[config.mk]
export PLATFORM = sky130hd
export DESIGN_NAME = xgmii_rx_err_mon
export DESIGN_NICKNAME = d
export VERILOG_FILES = /design/src/rtl/xem_pkg.sv /design/src/rtl/xem_lane_decode.sv /design/src/rtl/xem_frame_fsm.sv /design/src/rtl/xem_counter.sv /design/src/rtl/xgmii_rx_err_mon.sv
export SDC_FILE = /design/constraint.sdc
export NUM_CORES = 1
export LEC_CHECK = 0
export CAP_MARGIN = 20
export CORE_MARGIN = 5
export CORE_UTILIZATION = 36
export CTS_CLUSTER_DIAMETER = 150
export DETAILED_ROUTE_END_ITERATION = 7
export PLACE_DENSITY_LB_ADDON = 0.1
export SYNTH_ARGS = -nofsm -noshare
export SYNTH_HDL_FRONTEND = slang
export SYNTH_SLANG_ARGS = --single-unit
export TNS_END_PERCENT = 30
[constraint.sdc]
create_clock -name clk -period 19.3 [get_ports clk]
set_clock_uncertainty 0.1 [all_clocks]
set_input_delay 3.86 -clock clk [delete_from_list [all_inputs] [get_ports clk]]
set_output_delay 3.86 -clock clk [all_outputs]
set_load 0.1 [all_outputs]
[src/rtl/xem_pkg.sv]
package xem_pkg;

  localparam logic [7:0] CODE_START = 8'hFB;
  localparam logic [7:0] CODE_TERM  = 8'hFD;
  localparam logic [7:0] CODE_IDLE  = 8'h07;
  localparam logic [7:0] CODE_ERROR = 8'hFE;
  localparam logic [7:0] CODE_SFD   = 8'hD5;

  typedef enum logic [1:0] {
    ST_IDLE   = 2'd0,
    ST_FRAME  = 2'd1,
    ST_SFDCHK = 2'd2
  } frm_state_e;

  typedef struct packed {
    logic ctl;
    logic dat;
    logic sym;
  } err_evt_t;

endpackage

[src/rtl/xem_lane_decode.sv]
module xem_lane_decode
  import xem_pkg::*;
#(
  parameter int LANES = 8
) (
  input  logic [8*LANES-1:0] rx_data,
  input  logic [LANES-1:0]   rx_ctrl,
  output logic [LANES-1:0]   is_start,
  output logic [LANES-1:0]   is_term,
  output logic [LANES-1:0]   is_idle,
  output logic [LANES-1:0]   is_err,
  output logic [LANES-1:0]   is_sfd
);

  for (genvar g = 0; g < LANES; g++) begin : g_lane
    logic [7:0] octet;
    assign octet       = rx_data[8*g +: 8];
    assign is_start[g] = rx_ctrl[g] && (octet == CODE_START);
    assign is_term[g]  = rx_ctrl[g] && (octet == CODE_TERM);
    assign is_idle[g]  = rx_ctrl[g] && (octet == CODE_IDLE);
    assign is_err[g]   = rx_ctrl[g] && (octet == CODE_ERROR);
    assign is_sfd[g]   = !rx_ctrl[g] && (octet == CODE_SFD);
  end

endmodule

[src/rtl/xem_frame_fsm.sv]
module xem_frame_fsm
  import xem_pkg::*;
#(
  parameter int LANES = 8
) (
  input  logic             clk,
  input  logic             rst_n,
  input  logic [LANES-1:0] ctl,
  input  logic [LANES-1:0] is_start,
  input  logic [LANES-1:0] is_term,
  input  logic [LANES-1:0] is_idle,
  input  logic [LANES-1:0] is_err,
  input  logic [LANES-1:0] is_sfd,
  output err_evt_t         evt
);

  localparam int HALF = LANES / 2;
  localparam logic [LANES-1:0] ONE      = {{(LANES-1){1'b0}}, 1'b1};
  localparam logic [LANES-1:0] LOW_HALF = (ONE << HALF) - ONE;
  localparam logic [LANES-1:0] TOP_LANE = ONE << (LANES-1);
  localparam logic [LANES-1:0] SFD_HALF = ONE << (HALF-1);
  localparam logic [LANES-1:0] PRE_HALF = ~((ONE << (HALF+1)) - ONE);
  localparam logic [LANES-1:0] ALIGNED  = ONE | (ONE << HALF);

  // lowest set lane as one-hot
  function automatic logic [LANES-1:0] lowest(input logic [LANES-1:0] v);
    return v & (~v + ONE);
  endfunction

  // lanes at or below the lowest set lane; all lanes when none set
  function automatic logic [LANES-1:0] upto_first(input logic [LANES-1:0] v);
    logic [LANES-1:0] lo;
    lo = lowest(v);
    return lo | (lo - ONE);
  endfunction

  // lanes strictly below the lowest set lane; all lanes when none set
  function automatic logic [LANES-1:0] below_first(input logic [LANES-1:0] v);
    return lowest(v) - ONE;
  endfunction

  frm_state_e state_q, state_n;
  logic       seen_q, seen_n;

  // idle-state classification
  logic             go_lo, go_hi;
  logic [LANES-1:0] idle_out;
  logic             i_ctl, i_dat, i_sym;

  assign go_lo    = is_start[0];
  assign go_hi    = is_start[HALF] & ~is_start[0];
  assign idle_out = go_lo ? '0 : (go_hi ? LOW_HALF : '1);
  assign i_ctl    = |(ctl & ~is_idle & ~is_start & idle_out);
  assign i_dat    = (|(is_start & idle_out))
                  | (go_lo & ((|(ctl & ~ONE)) | (|(TOP_LANE & ~is_sfd))))
                  | (go_hi & (|(ctl & PRE_HALF)));
  assign i_sym    = |(is_err & ~idle_out);

  // in-frame classification
  logic [LANES-1:0] win, start_in, old_m, new_m;
  logic             f_restart, f_sym_old, f_sym_new, f_dat, f_ctl, f_sfd_bad;

  assign win       = upto_first(is_term);
  assign start_in  = is_start & win;
  assign f_restart = |start_in;
  assign old_m     = win & below_first(start_in);
  assign new_m     = win & ~upto_first(start_in);
  assign f_sym_old = (|(is_err & old_m)) & ~seen_q;
  assign f_sym_new = |(is_err & new_m);
  assign f_sfd_bad = (|(ctl & LOW_HALF)) | (|(SFD_HALF & ~is_sfd));
  assign f_dat     = f_restart
                   | (|(ctl & win & ~is_err & ~is_term & ~is_start))
                   | ((state_q == ST_SFDCHK) & f_sfd_bad);
  assign f_ctl     = |(ctl & ~win & ~is_idle);

  always_comb begin
    state_n = state_q;
    seen_n  = seen_q;
    evt     = '0;
    case (state_q)
      ST_IDLE: begin
        evt.ctl = i_ctl;
        evt.dat = i_dat;
        evt.sym = i_sym;
        if (go_lo) begin
          state_n = ST_FRAME;
          seen_n  = i_sym;
        end else if (go_hi) begin
          state_n = ST_SFDCHK;
          seen_n  = i_sym;
        end
      end
      default: begin
        evt.ctl = f_ctl;
        evt.dat = f_dat;
        evt.sym = f_sym_old | f_sym_new;
        seen_n  = f_restart ? f_sym_new : (seen_q | f_sym_old);
        state_n = (|is_term) ? ST_IDLE : ST_FRAME;
      end
    endcase
  end

  always_ff @(posedge clk or negedge rst_n) begin
    if (!rst_n) begin
      state_q <= ST_IDLE;
      seen_q  <= 1'b0;
    end else begin
      state_q <= state_n;
      seen_q  <= seen_n;
    end
  end

  assert_once_per_frame_R1: assert property (@(posedge clk) disable iff (!rst_n)
    (state_q != ST_IDLE && seen_q && !(|is_start)) |-> !evt.sym);

  assert_sym_window_R2: assert property (@(posedge clk) disable iff (!rst_n)
    (state_q == ST_IDLE && !is_start[0] && !is_start[HALF]) |-> !evt.sym);

  assert_misplaced_start_R3: assert property (@(posedge clk) disable iff (!rst_n)
    (state_q == ST_IDLE && (|(is_start & ~ALIGNED))) |-> evt.dat);

  assert_sfd_single_col_R4: assert property (@(posedge clk) disable iff (!rst_n)
    (state_q == ST_SFDCHK) |=> (state_q != ST_SFDCHK));

  assert_no_ctrl_in_frame_R7: assert property (@(posedge clk) disable iff (!rst_n)
    (state_q != ST_IDLE && !(|is_term)) |-> !evt.ctl);

endmodule

[src/rtl/xem_counter.sv]
module xem_counter #(
  parameter int W = 64
) (
  input  logic         clk,
  input  logic         rst_n,
  input  logic         clr,
  input  logic         inc,
  output logic [W-1:0] count
);

  logic [W-1:0] count_n;

  always_comb begin
    count_n = count;
    if (clr) begin
      count_n = '0;
    end else if (inc) begin
      count_n = count + {{(W-1){1'b0}}, 1'b1};
    end
  end

  always_ff @(posedge clk or negedge rst_n) begin
    if (!rst_n) begin
      count <= '0;
    end else begin
      count <= count_n;
    end
  end

  assert_hold_R8: assert property (@(posedge clk) disable iff (!rst_n)
    (!clr && !inc) |=> $stable(count));

  assert_single_step_R8: assert property (@(posedge clk) disable iff (!rst_n)
    (!clr && inc) |=> (count == $past(count) + 1'b1));

  assert_clear_wins_R11: assert property (@(posedge clk) disable iff (!rst_n)
    clr |=> (count == '0));

endmodule

[src/rtl/xgmii_rx_err_mon.sv]
module xgmii_rx_err_mon
  import xem_pkg::*;
#(
  parameter int LANES = 8,
  parameter int CNT_W = 64
) (
  input  logic               clk,
  input  logic               rst_n,
  input  logic [8*LANES-1:0] rx_data,
  input  logic [LANES-1:0]   rx_ctrl,
  input  logic               clear,
  input  logic [1:0]         rd_sel,
  output logic [CNT_W-1:0]   rd_data,
  output logic               sym_err_pulse,
  output logic               data_err_pulse,
  output logic               ctrl_err_pulse
);

  localparam int NCNT = 3;

  // reset: asserted asynchronously, released on the clock
  logic [1:0] rst_pipe;
  logic       rst_int_n;

  always_ff @(posedge clk or negedge rst_n) begin
    if (!rst_n) begin
      rst_pipe <= 2'b00;
    end else begin
      rst_pipe <= {rst_pipe[0], 1'b1};
    end
  end
  assign rst_int_n = rst_pipe[1];

  logic [LANES-1:0] is_start, is_term, is_idle, is_err, is_sfd;
  err_evt_t         evt;

  xem_lane_decode #(.LANES(LANES)) u_dec (
    .rx_data  (rx_data),
    .rx_ctrl  (rx_ctrl),
    .is_start (is_start),
    .is_term  (is_term),
    .is_idle  (is_idle),
    .is_err   (is_err),
    .is_sfd   (is_sfd)
  );

  xem_frame_fsm #(.LANES(LANES)) u_fsm (
    .clk      (clk),
    .rst_n    (rst_int_n),
    .ctl      (rx_ctrl),
    .is_start (is_start),
    .is_term  (is_term),
    .is_idle  (is_idle),
    .is_err   (is_err),
    .is_sfd   (is_sfd),
    .evt      (evt)
  );

  logic [NCNT-1:0]  ev_vec;
  logic [CNT_W-1:0] cnt [NCNT];

  assign ev_vec = {evt.ctl, evt.dat, evt.sym};

  for (genvar g = 0; g < NCNT; g++) begin : g_cnt
    xem_counter #(.W(CNT_W)) u_cnt (
      .clk   (clk),
      .rst_n (rst_int_n),
      .clr   (clear),
      .inc   (ev_vec[g]),
      .count (cnt[g])
    );
  end

  logic [NCNT-1:0] pulse_q, pulse_n;

  always_comb begin
    pulse_n = ev_vec;
  end

  always_ff @(posedge clk or negedge rst_int_n) begin
    if (!rst_int_n) begin
      pulse_q <= '0;
    end else begin
      pulse_q <= pulse_n;
    end
  end

  assign sym_err_pulse  = pulse_q[0];
  assign data_err_pulse = pulse_q[1];
  assign ctrl_err_pulse = pulse_q[2];

  always_comb begin
    case (rd_sel)
      2'd0:    rd_data = cnt[0];
      2'd1:    rd_data = cnt[1];
      2'd2:    rd_data = cnt[2];
      default: rd_data = '0;
    endcase
  end

  assert_pulse_low_in_reset_R12: assert property (@(posedge clk)
    !rst_int_n |-> (pulse_q == '0));

endmodule

=== Yosys cells after proc, flatten, opt, wreduce, memory -nomap -nowiden ===
Cells that the tools add are included.

* Bits in registers: 200

* Add/subtract/negate cells: 7
* Reduce and logical (&&, ||, !) cells: 65
* Eq/ne operators: 44
* Muxes and demuxes: 18
* Bitwise operators: 44

{| class="wikitable"
|+ Operators by type and width
! kind !! number
|-
| two-way mux 64 bit || 6
|-
| == test 8 bit, second input constant || 32
|-
| adder 64 x 1 -> 64 bit, second input constant || 3
|-
| one-hot mux 64 bit (3 select lines) || 1
|-
| bitwise AND 8 bit || 18
|-
| NOT 8 bit || 9
|-
| OR reduction 8 bit || 9
|-
| == test 8 x 3 -> 1 bit, second input constant || 8
|-
| logical AND 1 bit || 40
|-
| adder 8 x 1 -> 8 bit, second input constant || 2
|-
| two-way mux 8 bit || 2
|-
| bitwise OR 8 bit || 2
|-
| subtractor 8 x 1 -> 8 bit, second input constant || 2
|-
| logical NOT 1 bit || 8
|-
| bitwise OR 1 bit || 8
|-
| OR reduction 7 bit || 1
|-
| two-way mux 2 bit || 3
|-
| nonzero test 2 bit || 3
|-
| bitwise AND 1 bit || 5
|-
| two-way mux 1 bit || 5
|-
| == test 2 bit, second input constant || 2
|-
| logical NOT 2 bit || 2
|-
| OR reduction 4 bit || 1
|-
| two-way mux 3 bit || 1
|-
| 4 further kinds || 5
|}

=== Logic depth before layout (Yosys ltp) ===
* Depth in word-level cells: 21
* Mapped depth: 21
* Mapped depth without buffers: 17

=== Cells and area by module ===
From an unflattened synthesis, not the netlist that was laid out.

* Cell total of the unflattened synthesis: 1533
* Area total of the unflattened synthesis: 13539.2 um2

{| class="wikitable"
|+ By module, submodules not included
! module !! instances !! seq. area each (um2) !! cells an instance !! area an instance (um2)
|-
| xem_counter (g_cnt[0].u_cnt ...) || 2 || 1601.5 || 379 || 3460.8
|-
| xem_counter (g_cnt[1].u_cnt) || 1 || 1601.5 || 379 || 3475.8
|-
| xgmii_rx_err_mon || 1 || 125.1 || 156 || 1540.2
|-
| xem_frame_fsm || 1 || 75.1 || 134 || 918.4
|-
| xem_lane_decode || 1 || 0.0 || 106 || 683.2
|}

=== Worst setup path before layout ===
OpenSTA, ideal clock, no wires.

* Path kind: input port to output port
* From: input rd_sel[1]
* To: output rd_data[0]
* Data required time: 15340 ps
* Data arrival time: 6921 ps
* Cell stages on the path: 4
* Buffers on the path: 2
* Path slack: 8419 ps
* Path through: clkbuf_1 buf_1 mux2i_1 o21ai_0

* Word-level cells in the longest chain between the ends: 2
* Elaborated cells on any way between the ends: 4

{| class="wikitable"
|+ RTL lines
! what !! RTL line !! text
|-
| start: declaration || xgmii_rx_err_mon.sv:12 || <nowiki>input logic [1:0] rd_sel,</nowiki>
|-
| == test 2 bit, or another cell as far along || xgmii_rx_err_mon.sv:93 || <nowiki>case (rd_sel)</nowiki>
|-
| one-hot mux 64 bit (3 select lines) * || xgmii_rx_err_mon.sv:93 ||
|-
| end: declaration || xgmii_rx_err_mon.sv:13 || <nowiki>output logic [CNT_W-1:0] rd_data,</nowiki>
|}

Every way passes the cells marked *; elsewhere a longest branch is shown, timed or not.

=== Worst setup path in the final report ===
* From: input rd_sel[0]
* To: output rd_data[9]

Same word-level chain as after synthesis.

==> results.md <==
* Placer Congestion at 0.860
* P&R area growth vs syn at 16.7%
* Tot GR Track Use at 0.215
* Hold Path Sink: rst_pipe[1]
* Final hold violations at 0
* Yosys warning count at 0
* Routed WL per cell at 20.4 microns
* Pre-antenna DRT Iters at 7
* H-tree Lvls at 4
* CP Depth at 6
* Critical path peak fanout at 65
* Post-CTS setup buffers at 0
* Cts repair resizes at 0
* DIE WIDTH at 205 microns
* CP cell instances: buf_2, nor2b_4, buf_4, nand2_1, o21ai_0, clkdlybuf4s50_1
* Worst R2R Setup Slack at 15.71 ns
* WL met2 at 21700 microns
* Status: complete, no violations
* Rel. slew slack at 0.317
* Num ports at 144
* Antenna cells at 0
* Post-synthesis sequential area ratio at 0.367
* Mapped Cells at 1634
* CTS tree: built
* #FFs+latches synth at 200
* Fraction of registers with async set/reset at 1.00
* EDFF count, synth at 0
* Final hold slack at 0.257 ns
* Largest stage delay, worst path at 1.22 ns
* Global-route wire length before repair at 71100 microns
* Clock Tree Buf Depth at 2
* DIE HEIGHT at just over 200 microns
* Final setup TNS at 0 ns
* Row Count at 71
* Most frequent cells in the layout: dfrtp_1 (199), a21oi_1 (174), nand2_1 (171)
* Crit path time final at between 10 and 15 ns
* Post-Synth Adder-Cell Area at 0.00735
* Simple-gate share of the synthesized area at 0.295
* Mapped Avg Cell Area at 8.34 sq um
* Routed Wire Length at 45700 microns
* Vias at ~13k
* Post-DP HPWL at 32900 microns
* Pins over their slew limit at 0
* Clk sinks at 200
* Pwr Total at 907 uW
* Complex-gate fraction of the synthesized area at 0.212
* Final ANT Viol Nets at 0
* Pin count of the biggest net entering global routing at 136
* Synth cell types at 79
* # DRC at 0
* Via-to-Cell Ratio at just under 6
* Layout Nets at around 1.8k
* Number of port buffers at 143
* Post-synthesis cell area at 0.0136 sq mm
* Worst Setup End Kind: output port
* Commonest non-fill, non-tap cell in the layout: dfrtp_1
* RR Startpoint: g_cnt[2].u_cnt.count[30]
* Critical Path AT at 6.98 ns
* R2R Path End: g_cnt[2].u_cnt.count[59]
* Leakage Power at between 0.005 and 0.006 uW
* RSZ-0062 raised after global routing: false
* Slew @ Worst Pin at 1.03 ns
* CORE AREA at about 0.037 sq mm
* Metal-1 WL at 20300 microns
* Critical Path Source: rd_sel[0]
* Layout filler cell count at between 3k and 4k
* DRT iter0 DRCs at between 1k and 1.5k
* Initial Utilization at 0.363
* CTS buffer count at 17
* Final setup vio count at 0
* Max IR drop VDD at 0.0000332 V
* Hold Buf Count CTS at 0
* Buf/Inv on CP at 3
* Worst Setup Path Type: primary input to output port
* Largest family of logic cells by synthesized area: simple AND/OR/NAND/NOR gates
* Worst Path Required at 15.34 ns
* Vias in the first global route at 12.3k
* Cell Pwr Density at 57.0 mW/mm^2
* XOR/XNOR Fraction of Synth Area at 0.0206
* Max Fclk at 91.4 MHz
* Max Used Layer: met4
* DR WL met3 at 2030 microns
* CP delay by family, top: buffers and inverters
* Final Instance Count excl. Fillers at 2238
* Final worst path period share at 0.567
* Clk pin slew, worst setup/hold paths at 0.07 ns
* Min-Delay Path Depth at 0
* Crit-path slowest cell: clkdlybuf4s50_1
* Clk Latency, worst-skew pair at 0.45 ns
* HP Class: register to register
* CTS root buffer: clkbuf_16
* Max-cap violation count at 0
* Initial antenna violation count at 0
* Fraction of layout cells with a size suffix above 1 at 0.0486
* HP Start: rst_pipe[0]
* Ys flop type: dfrtp_1
* Grt total ovfl at 0
* Die area at approximately 0.042 sq mm
* R2R cell count at 8
* Syn nets at 1719
* Final core utilization at 0.424
* CP startpoint kind: primary input
* Cell total after placement at 2205
* Multiplexer share of the synthesized area at 0.0501
## per-layer routing
layer  vias to the layer above  global-route usage
li1                       6379                   -
met1                      6378               0.291
met2                       354               0.349
met3                        62              0.0315
met4                         0              0.0833
met5                         -                   0
## sequential cells by signal, indices dropped and copies added, names as in the netlist
| name | flops |
|---|---|
| u_fsm.seen_q | 1 |
| g_cnt.u_cnt.count | 192 |
| u_fsm.state_q | 2 |
| pulse_q | 3 |
| rst_pipe | 2 |
## stage by stage
stage               cell area, sq um  worst slack (ns)
finish                         15900              8.36
global route                   15900              8.18
CTS                            15900              8.32
detailed placement             15300              8.32
global placement               15300              8.35
floorplan                      13600              8.42
## how the worst max path moves through the flow
stage,slack [ns],end
after global placement,8.35,rd_data[8]
final,8.36,rd_data[9]
after CTS,8.32,rd_data[8]
after detailed placement,8.32,rd_data[8]
after global routing,8.18,rd_data[15]
after floorplan,8.42,rd_data[0]
## cell families after synthesis
kind of cell	count (synthesis)
and+or+nand+nor	706
AOI/OAI and AO/OA	479
DFF	200
buffers and inverters	140
muxes	68
xor gates and xnor gates	32
adders and majority gates	8
other	1
## area by class of cell
class	count	area, sq um	share of cell area
inverter	47	176	0.0111
clock inverter	14	139	0.00873
timing repair buffer	154	1520	0.0958
tap	511	639	0.0402
clock buffer	18	439	0.0276
multi-input combinational	1294	7980	0.502
sequential	200	5010	0.315
## where the power goes
group	leakage (uW)	switching (uW)	total, uW	internal [uW]
registers	0.00278	7.78	431	423
clock network	0.000282	182	368	185
logic	0.00257	74.1	108	34.1
total	0.00563	264	907	643
## Yosys cell counts, types with 3 or more instances
cell type,n,area share
nand4_2,6,0.0055
nand2_1,171,0.047
o21ai_0,166,0.061
and3_1,31,0.014
o31ai_4,3,0.0047
o2111ai_1,10,0.0064
o22ai_1,3,0.0014
ha_1,8,0.0073
clkbuf_1,51,0.014
nand2b_1,5,0.0023
o41ai_1,8,0.0051
nand4b_1,7,0.0045
buf_4,8,0.0044
or3_1,107,0.049
buf_6,9,0.0074
nand4_1,57,0.026
o211ai_1,4,0.0022
dfrtp_1,200,0.37
o21ai_1,11,0.0040
and2_1,15,0.0069
inv_1,47,0.013
nor2b_1,5,0.0023
and4b_1,5,0.0037
or4_1,70,0.039
nand3_1,76,0.028
buf_2,19,0.0070
a31oi_1,6,0.0028
or2_2,5,0.0023
a21oi_1,174,0.064
mux2i_1,67,0.049
and4_1,20,0.013
nand3b_1,10,0.0055
buf_1,5,0.0014
nor2_1,63,0.017
xor2_1,23,0.015
o31ai_1,63,0.035
or4b_2,3,0.0022
nor3_1,19,0.0070
xnor2_1,9,0.0058
nor4_2,4,0.0037
nor4_1,14,0.0064
(Power assumes the default switching activity.)
